==> src/rtl/wake_pkg.sv <==
package wake_pkg;
  typedef enum logic [1:0] {
    PS_RUN   = 2'b00,
    PS_IDLE  = 2'b01,
    PS_SLEEP = 2'b10
  } pwr_e;

  localparam int CFG_W      = 2;
  localparam int CFG_WD_BIT = 0;
  localparam int CFG_PT_BIT = 1;
endpackage

==> src/rtl/wake_wdog.sv <==
module wake_wdog #(
  parameter int PRE_W = 8,
  parameter int CNT_W = 8
) (
  input  logic clk,
  input  logic rst,
  input  logic en_i,
  input  logic clr_i,
  output logic tmo_o
);
  logic [PRE_W-1:0] pre_q;
  logic [CNT_W-1:0] cnt_q;
  logic             pre_full;
  logic             cnt_full;

  assign pre_full = &pre_q;
  assign cnt_full = &cnt_q;
  assign tmo_o    = en_i && !clr_i && pre_full && cnt_full;

  always_ff @(posedge clk) begin
    if (rst || clr_i || !en_i) begin
      pre_q <= '0;
      cnt_q <= '0;
    end else begin
      pre_q <= pre_q + 1'b1;
      if (pre_full) cnt_q <= cnt_q + 1'b1;
    end
  end

  // a timeout wraps the whole chain back to zero
  p_wrap_after_tmo_r5: assert property (@(posedge clk) disable iff (rst)
    tmo_o |=> (pre_q == '0 && cnt_q == '0));

  // a clear restarts the chain
  p_clear_restarts_r9: assert property (@(posedge clk) disable iff (rst)
    clr_i |=> (pre_q == '0 && cnt_q == '0 && !tmo_o));
endmodule

==> src/rtl/wake_port_det.sv <==
module wake_port_det #(
  parameter int PORT_W = 8
) (
  input  logic              clk,
  input  logic              rst,
  input  logic              capture_i,
  input  logic              arm_i,
  input  logic [PORT_W-1:0] port_i,
  output logic              chg_o
);
  logic [PORT_W-1:0] snap_q;

  always_ff @(posedge clk) begin
    if (rst)            snap_q <= '0;
    else if (capture_i) snap_q <= port_i;
  end

  assign chg_o = arm_i && (port_i != snap_q);

  // the reference value only moves on sleep entry
  p_snap_hold_r6: assert property (@(posedge clk) disable iff (rst)
    !capture_i |=> $stable(snap_q));
endmodule

==> src/rtl/wake_seq.sv <==
module wake_seq
  import wake_pkg::*;
(
  input  logic clk,
  input  logic rst,
  input  logic slp_req_i,
  input  logic slp_mode_i,
  input  logic tmr_ovf_i,
  input  logic wdt_tmo_i,
  input  logic port_chg_i,
  input  logic flag_clr_i,
  output pwr_e state_o,
  output logic resume_o,
  output logic rst_req_o,
  output logic tmr_flag_o,
  output logic capture_o
);
  pwr_e state_q;
  logic resume_q;
  logic rstreq_q;
  logic flag_q;

  assign capture_o = (state_q == PS_RUN) && slp_req_i;

  always_ff @(posedge clk) begin
    if (rst) begin
      state_q  <= PS_RUN;
      resume_q <= 1'b0;
      rstreq_q <= 1'b0;
      flag_q   <= 1'b0;
    end else begin
      resume_q <= 1'b0;
      rstreq_q <= 1'b0;
      unique case (state_q)
        PS_RUN: begin
          rstreq_q <= wdt_tmo_i;
          if (slp_req_i) state_q <= slp_mode_i ? PS_SLEEP : PS_IDLE;
        end
        PS_IDLE: begin
          if (tmr_ovf_i || wdt_tmo_i || port_chg_i) begin
            state_q  <= PS_RUN;
            resume_q <= 1'b1;
          end
        end
        PS_SLEEP: begin
          if (wdt_tmo_i || port_chg_i) begin
            state_q  <= PS_RUN;
            rstreq_q <= 1'b1;
          end
        end
        default: state_q <= PS_RUN;
      endcase
      if (state_q == PS_IDLE && tmr_ovf_i) flag_q <= 1'b1;
      else if (flag_clr_i)                 flag_q <= 1'b0;
    end
  end

  assign state_o    = state_q;
  assign resume_o   = resume_q;
  assign rst_req_o  = rstreq_q;
  assign tmr_flag_o = flag_q;

  // timer wake from IDLE resumes and flags
  p_idle_timer_wake_r3: assert property (@(posedge clk) disable iff (rst)
    (state_q == PS_IDLE && tmr_ovf_i) |=> (state_q == PS_RUN && resume_q && flag_q));

  // resume is a single-cycle pulse
  p_resume_pulse_r3: assert property (@(posedge clk) disable iff (rst)
    resume_q |=> !resume_q);

  // timer overflow alone cannot leave SLEEP
  p_sleep_timer_ignored_r4: assert property (@(posedge clk) disable iff (rst)
    (state_q == PS_SLEEP && tmr_ovf_i && !wdt_tmo_i && !port_chg_i) |=> (state_q == PS_SLEEP));

  // leaving SLEEP always means a reset request, never a resume
  p_sleep_exit_reset_r7: assert property (@(posedge clk) disable iff (rst)
    (state_q == PS_SLEEP) |=> (state_q != PS_RUN || (rstreq_q && !resume_q)));

  // a second sleep request while resting keeps the state
  p_nested_sleep_r12: assert property (@(posedge clk) disable iff (rst)
    (state_q != PS_RUN && slp_req_i && !tmr_ovf_i && !wdt_tmo_i && !port_chg_i)
      |=> $stable(state_q));
endmodule

==> src/rtl/wake_ctl.sv <==
module wake_ctl
  import wake_pkg::*;
#(
  parameter int PORT_W   = 8,
  parameter int WD_PRE_W = 8,
  parameter int WD_CNT_W = 8
) (
  input  logic              clk,
  input  logic              rst,
  input  logic              slp_req_i,
  input  logic              slp_mode_i,
  input  logic              cfg_we_i,
  input  logic [1:0]        cfg_wdata_i,
  input  logic              wdt_clr_i,
  input  logic              tmr_ovf_i,
  input  logic [PORT_W-1:0] port_i,
  input  logic              flag_clr_i,
  output logic [1:0]        pwr_state_o,
  output logic              resume_o,
  output logic              rst_req_o,
  output logic              tmr_flag_o,
  output logic              osc_en_o,
  output logic [1:0]        wake_cfg_o
);
  logic [CFG_W-1:0] cfg_q;
  logic             wdt_tmo;
  logic             port_chg;
  logic             capture;
  pwr_e             state;

  always_ff @(posedge clk) begin
    if (rst)           cfg_q <= '0;
    else if (cfg_we_i) cfg_q <= cfg_wdata_i;
  end

  wake_wdog #(.PRE_W(WD_PRE_W), .CNT_W(WD_CNT_W)) u_wdog (
    .clk   (clk),
    .rst   (rst),
    .en_i  (cfg_q[CFG_WD_BIT]),
    .clr_i (wdt_clr_i),
    .tmo_o (wdt_tmo)
  );

  wake_port_det #(.PORT_W(PORT_W)) u_port (
    .clk       (clk),
    .rst       (rst),
    .capture_i (capture),
    .arm_i     (cfg_q[CFG_PT_BIT]),
    .port_i    (port_i),
    .chg_o     (port_chg)
  );

  wake_seq u_seq (
    .clk        (clk),
    .rst        (rst),
    .slp_req_i  (slp_req_i),
    .slp_mode_i (slp_mode_i),
    .tmr_ovf_i  (tmr_ovf_i),
    .wdt_tmo_i  (wdt_tmo),
    .port_chg_i (port_chg),
    .flag_clr_i (flag_clr_i),
    .state_o    (state),
    .resume_o   (resume_o),
    .rst_req_o  (rst_req_o),
    .tmr_flag_o (tmr_flag_o),
    .capture_o  (capture)
  );

  assign pwr_state_o = state;
  assign osc_en_o    = (state != PS_SLEEP);
  assign wake_cfg_o  = cfg_q;

  // a disabled watchdog never produces a timeout
  p_wd_off_quiet_r5: assert property (@(posedge clk) disable iff (rst)
    !cfg_q[CFG_WD_BIT] |-> !wdt_tmo);

  // run-mode timer overflow leaves the flag alone
  p_run_flag_kept_r11: assert property (@(posedge clk) disable iff (rst)
    (state == PS_RUN && !flag_clr_i) |=> $stable(tmr_flag_o));
endmodule

==> config.mk <==
export PLATFORM = sky130hd
export DESIGN_NAME = wake_ctl
export DESIGN_NICKNAME = d
export VERILOG_FILES = /design/src/rtl/wake_pkg.sv /design/src/rtl/wake_wdog.sv /design/src/rtl/wake_port_det.sv /design/src/rtl/wake_seq.sv /design/src/rtl/wake_ctl.sv
export SDC_FILE = /design/constraint.sdc
export NUM_CORES = 1
export LEC_CHECK = 0
export CAP_MARGIN = 40
export CORE_MARGIN = 3
export CORE_UTILIZATION = 30
export CTS_BUF_LIST = sky130_fd_sc_hd__clkbuf_8
export CTS_CLUSTER_SIZE = 10
export DETAILED_ROUTE_END_ITERATION = 12
export DONT_BUFFER_PORTS = 1
export GPL_ROUTABILITY_DRIVEN = 0
export SLEW_MARGIN = 20
export SYNTH_ARGS = -nofsm -noshare
export SYNTH_HDL_FRONTEND = slang
export SYNTH_SLANG_ARGS = --single-unit
==> constraint.sdc <==
create_clock -name clk -period 2.1 [get_ports clk]
set_input_delay 0.21 -clock clk [delete_from_list [all_inputs] [get_ports clk]]
set_output_delay 0.21 -clock clk [all_outputs]
set_load 0.05 [all_outputs]
==> results of run 1 <==
==> area by class of cell <==
cell class	instances	area (um2)	share of cell area, %
clock buffer	5	68.82	4.557
clock inverter	3	12.51	0.8285
inverter	3	11.26	0.7456
multi-input combinational	106	701.9	46.48
sequential	31	620.6	41.09
tap	50	62.56	4.142
timing repair buffer	4	32.53	2.154
==> path summary, 6_finish.rpt <==
| path | start | to | slack, ps | cells past startpoint |
|---|---|---|---|---|
| setup / recovery | u_seq.state_o[1]$_SDFFE_PP0P_ | osc_en_o | 320 | 1 |
| hold / removal | rst | u_seq.rst_req_o$_SDFF_PP0_ | 50 | 1 |
| setup reg to reg | u_wdog.pre_q[0]$_SDFF_PP0_ | u_wdog.cnt_q[7]$_SDFFE_PP0N_ | 450 | 5 |
| hold reg to reg | u_wdog.pre_q[0]$_SDFF_PP0_ | u_wdog.pre_q[0]$_SDFF_PP0_ | 440 | 1 |
==> power breakdown <==
| group | internal, mW | leakage (nW) | switching (mW) |
|---|---|---|---|
| Sequential | 0.606 | 0.252 | 0.0254 |
| Combinational | 0.0435 | 0.252 | 0.0533 |
| Clock | 0.222 | 0.0505 | 0.204 |
==> placed cells by master, fill, tap and decap left out, types with 2 or more instances in the layout <==
| master | count |
|---|---|
| nor4_1 | 3 |
| nand2b_1 | 3 |
| xnor2_1 | 16 |
| ha_1 | 2 |
| dfxtp_1 | 31 |
| and3_1 | 4 |
| xor2_1 | 4 |
| nor2_1 | 27 |
| nand4_1 | 6 |
| buf_4 | 3 |
| and4b_1 | 2 |
| o21ai_0 | 2 |
| nand3_1 | 5 |
| clkbuf_8 | 5 |
| inv_1 | 5 |
| a21oi_1 | 3 |
| mux2i_1 | 10 |
| nand2_1 | 5 |
==> through the flow <==
step	util, %	hold WS, ps	setup WS, ps
after floorplan	-	279.1	584.2
after global placement	33.77	282.5	510.7
after detailed placement	33.77	286.2	461.5
after CTS	35.94	43.17	299.5
after global routing	35.94	44.07	226.7
final	35.94	53.23	317.9
==> cell families after synthesis <==
| family | after synthesis |
|---|---|
| adders and majority gates | 2 |
| muxes | 10 |
| buffers and inverters | 10 |
| AOI/OAI and AO/OA | 10 |
| xor gates and xnor gates | 20 |
| and+or+nand+nor | 64 |
| DFF | 31 |
==> routing by layer <==
metal	up-vias	wire length, um
met2	15	1204
met5	-	0
met4	0	81
met3	7	108
li1	512	-
met1	457	1227
==> registers in the layout, indices dropped and copies added (netlist names) <==
| name | flops |
|---|---|
| u_port.snap_q | 8 |
| u_seq.resume_o | 1 |
| u_seq.rst_req_o | 1 |
| u_seq.state_o | 2 |
| u_seq.tmr_flag_o | 1 |
| u_wdog.cnt_q | 8 |
| u_wdog.pre_q | 8 |
| wake_cfg_o | 2 |
==> repair_timing <==
action,CTS,global route
hold buffers,1,0
setup endpoints to repair,0,0
hold endpoints to repair,11,0
==> flow_metrics.py, run 1 <==
metrics = {
    "timing": {
        "period_share_pct": 84.86,
        "min_period_ps": 1782,
        "tns_ps": 0,
        "drv_slew": 0,
        "grt_setup_unrepaired": "no",
        "setup_viol": 0,
        "hold_viol": 0,
        "fmax_ghz": 0.5611,
        "slew_headroom_pct": 51.08,
        "worstMarginPinSlew_ps": 732.8,
        "finClkSkew_ps": 9.113,
    },
    "global_routing": {
        "met2_usage_pct": 16.24,
        "globalRouteOverflowTotal": 0,
        "grt_pass1_wl_um": 4409,
        "grtUsageTotal_pct": 10.71,
        "grt_pass1_vias": 984,
        "gr-usage-met3_pct": 3.283,
        "busiest_layer": "met2",
        "grt_max_degree": 17,
        "antenna_found_initial": 0,
        "grt_util_met1_pct": 12.61,
    },
    "setup_path": {
        "path_buf_inv": 0,
        "crit_slowest_cell": "dfxtp_1",
        "worstSetupStartpointType": "flop",
        "cp.arrival_ps": 1570,
        "cp_cell_sequence": "nand2b_1",
        "slowest_delay_ps": 800,
        "end_kind": "primary output",
        "critPathKind": "flop to primary output",
        "cp_max_fo": 9,
        "cp_top_family": "flip-flops",
        "required_ps": 1890,
    },
    "synthesis": {
        "synth_common_cells": "31 x dfxtp_1, 27 x nor2_1, 16 x xnor2_1",
        "synth_compound_area_share_pct": 4.823,
        "netlist_area_mm2": 0.001375,
        "yosysWarnings": 0,
        "ys.flop_type": "dfxtp_1",
        "synth_top_area_share_pct": 45.13,
        "synth_edf_count": 0,
        "syn_area_per_cell_um2": 9.354,
        "synth_fa_ha_area_share_pct": 1.820,
        "synthArstFlopShare_pct": 0,
        "synth.distinct_cells": 33,
        "synth_top_family_by_area": "simple AND/OR/NAND/NOR gates",
        "synth.most_common_cell": "dfxtp_1",
        "yosys.area_share.xor_xnor_pct": 12.74,
        "seq_area_frac_synth_pct": 45.13,
        "syn_inst": 147,
        "synthMuxAreaShare_pct": 7.279,
        "ys_top_cells_by_area": "dfxtp_1 45%, xnor2_1 10%, nor2_1 7.4%, mux2i_1 7.3%, nand4_1 2.7%",
        "ys_seq_elements": 31,
        "yosysTopAreaCell": "dfxtp_1",
        "synth_fp_nets": 167,
        "synthSimpleGateAreaFrac_pct": 24.39,
    },
    "route": {
        "drtIter0Drc": 41,
        "drcViolationCount": 0,
        "num_vias": 991,
        "routed_wl_um": 2623,
        "wl_per_cell_um": 12.99,
        "viasPerCell": 4.906,
        "detail-route-antenna-nets": 0,
        "firstDrtPassIters": 4,
    },
    "clocking": {
        "clock_path_buffers": 2,
        "clock_latency_ps": 280,
        "cts_resized": 0,
        "cts.sinks": 31,
        "numCtsBuffers": 5,
        "cts_max_level": 2,
        "cts_root_buf": "clkbuf_8",
        "cts_tree": "yes",
        "clk_pin_slew_ps": 70,
        "cts_setup_buffers": 0,
    },
    "power": {
        "total_power_mw": 1.154,
        "peakVddDrop_uv": 300.8,
        "leakage_nw": 0.5539,
        "powerDensity_mw_per_mm2": 764.4,
    },
    "run_status": {
        "status": "finished clean",
    },
    "placed_design": {
        "dp.cells": 193,
        "dp_hpwl_um": 1969,
        "io_buffers": 0,
        "place_area_mm2": 0.001419,
    },
    "die": {
        "die_w_um": 73.70,
        "dieHeight_um": 73.70,
        "rows": 23,
        "initial_utilization_pct": 32.73,
        "io_pins": 26,
        "dieArea_mm2": 0.005432,
        "core_mm2": 0.004202,
    },
    "finish": {
        "num_antenna_cells": 0,
        "fillers": 437,
        "final_cell_area_mm2": 0.001510,
        "layout-drive-gt1-share_pct": 9.868,
        "fin_cells": 202,
        "nNetsFinal": 171,
        "area_delta_synth_final_pct": 9.827,
    },
    "flow_run": {
        "cap_violations": 0,
    },
    "min_path": {
        "hold_path.class": "primary input to flop",
    },
}
No activity file was read; power rests on OpenSTA's default activity.
==> inputs of run 2 (changes only) <==
==> constraint.sdc (replaced) <==
create_clock -name clk -period 1.55 [get_ports clk]
set_input_delay 0.155 -clock clk [delete_from_list [all_inputs] [get_ports clk]]
set_output_delay 0.155 -clock clk [all_outputs]
set_load 0.05 [all_outputs]
==> flow_metrics.py, run 2 (same netlist as run 1, synthesis figures left out) <==
metrics = {
    "run_status": {
        "status": "finished clean",
    },
    "placed_design": {
        "dp_hpwl_um": 2052,
        "place_area_mm2": 0.001471,
        "io_buffers": 0,
        "dp_worst_setup_slack_ps": 47.83,
    },
    "timing": {
        "min_period_ps": 1444,
        "slew_headroom_pct": 66.64,
        "hold_slack_ps": 32.39,
        "tns_ps": 0,
        "grt_setup_unrepaired": "no",
        "hold_viol": 0,
        "fmax_ghz": 0.6923,
        "worstMarginPinSlew_ps": 499.7,
        "setup_viol": 0,
        "fin_ws_ps": 105.6,
        "drv_slew": 0,
        "period_share_pct": 93.19,
        "finClkSkew_ps": 4.532,
    },
    "finish": {
        "final_cell_mix": "29 x dfxtp_1, 26 x nor2_1, 16 x xnor2_1, 10 x mux2i_1, 10 x buf_4",
        "largestRegisters": "u_port.snap_q x8, u_wdog.cnt_q x8, u_wdog.pre_q x8",
        "final_cell_area_mm2": 0.001597,
        "nNetsFinal": 178,
        "area_delta_synth_final_pct": 16.11,
        "final_common_cell": "dfxtp_1",
        "layout-drive-gt1-share_pct": 18.35,
        "num_antenna_cells": 0,
        "fillers": 424,
    },
    "global_routing": {
        "grt_pass1_wl_um": 4609,
        "grt_max_degree": 17,
        "antenna_found_initial": 0,
        "globalRouteOverflowTotal": 0,
        "grtUsageTotal_pct": 11.25,
        "grt_pass1_vias": 1072,
    },
    "clocking": {
        "clk_pin_slew_ps": 60,
        "cts_setup_buffers": 0,
        "clock_path_buffers": 2,
        "cts_root_buf": "clkbuf_8",
        "cts_tree": "yes",
        "numCtsBuffers": 5,
        "clock_latency_ps": 270,
        "cts.sinks": 31,
        "cts_max_level": 2,
    },
    "die": {
        "dieHeight_um": 73.70,
        "core_mm2": 0.004202,
        "dieArea_mm2": 0.005432,
        "io_pins": 26,
        "die_w_um": 73.70,
        "rows": 23,
        "initial_utilization_pct": 32.73,
    },
    "route": {
        "wl_per_cell_um": 13.10,
        "detail-route-antenna-nets": 0,
        "viasPerCell": 4.938,
        "drcViolationCount": 0,
        "drtIter0Drc": 32,
        "routed_wl_um": 2724,
        "num_vias": 1027,
        "firstDrtPassIters": 4,
    },
    "min_path": {
        "hold_path.class": "primary input to flop",
    },
    "setup_path": {
        "worstSetupStartpointType": "flop",
        "crit_slowest_cell": "or4_1",
        "cp_max_fo": 3,
        "end_kind": "flop",
        "required_ps": 1750,
        "cp_cell_sequence": "ha_4, and3_4, nand2_2, or4_1, a21oi_1",
        "cp.arrival_ps": 1650,
        "critPathKind": "flop to flop",
        "slowest_delay_ps": 500,
    },
    "flow_run": {
        "cap_violations": 0,
    },
    "power": {
        "p_switching_mw": 0.3813,
        "peakVddDrop_uv": 448.1,
        "clkPwrFrac_pct": 38.3,
        "leakage_nw": 0.5818,
        "swShare_pct": 23.55,
        "internal_power_mw": 1.238,
        "total_power_mw": 1.619,
        "powerDensity_mw_per_mm2": 1014,
        "p_seq_share_pct": 52.3,
        "p_comb_share_pct": 9.4,
    },
}
==> run 2: cell count changes in the layout (fill, tap and decap cells not counted), sizes merged <==
cell    change
buf         +7
inv         -2
clkbuf      +1
==> run 2: cell type report <==
| class | instances | area (um2) | area share [%] |
|---|---|---|---|
| clock inverter | 1 | 5.005 | 0.3135 |
| inverter | 3 | 11.26 | 0.7053 |
| tap | 50 | 62.56 | 3.918 |
| multi-input combinational | 106 | 726.9 | 45.53 |
| timing repair buffer | 11 | 85.08 | 5.329 |
| clock buffer | 6 | 82.58 | 5.172 |
| sequential | 31 | 623.1 | 39.03 |
==> run 2: power groups by stage <==
stage                     sequential (mW)  clock, mW  combinational [mW]
after CTS                           0.847      0.652               0.154
after detailed placement            0.864          0               0.147
after floorplan                     0.872          0               0.111
after global routing                0.850      0.695               0.165
after global placement              0.862          0               0.144
final                               0.847      0.620               0.152
==> run 2: final timing paths <==
path                              startpoint  slack, ps  cells after the start                            to
setup / recovery  u_wdog.pre_q[1]$_SDFF_PP0_        110                      5  u_wdog.cnt_q[7]$_SDFFE_PP0N_
hold reg to reg   u_wdog.pre_q[0]$_SDFF_PP0_        440                      1    u_wdog.pre_q[0]$_SDFF_PP0_
setup reg to reg  u_wdog.pre_q[1]$_SDFF_PP0_        110                      5  u_wdog.cnt_q[7]$_SDFFE_PP0N_
hold / removal                     tmr_ovf_i         30                      2     u_seq.resume_o$_SDFF_PP0_
==> run 2: metal layers <==
metal | track usage [%] | part of all wire, % | vias up
li1 | - | - | 527
met1 | 12.37 | 43 | 471
met2 | 18.31 | 49 | 23
met3 | 3.283 | 4.9 | 6
met4 | 8.048 | 3.1 | 0
met5 | 0 | 0 | -
==> run 2: critical path, delay by kind of cell, from the launching register on <==
family	cells	cell delay [ps]
adder cells (fa/ha/maj)	1	150
flip-flops	1	350
AND/OR/NAND/NOR	3	740
AO/OA/AOI/OAI	1	150
==> run 2: repair_timing <==
item,4_1_cts,5_1_grt
hold buffers,1,0
endpoints found under the setup margin,0,5
resized for setup,0,7
hold endpoints to repair,12,0
==> run 2: through the flow <==
stage | util, % | cells
after floorplan | - | 147
after global placement | 35.02 | 200
after detailed placement | 35.02 | 200
after CTS | 37.34 | 208
after global routing | 38.00 | 208
final | 38.00 | 208
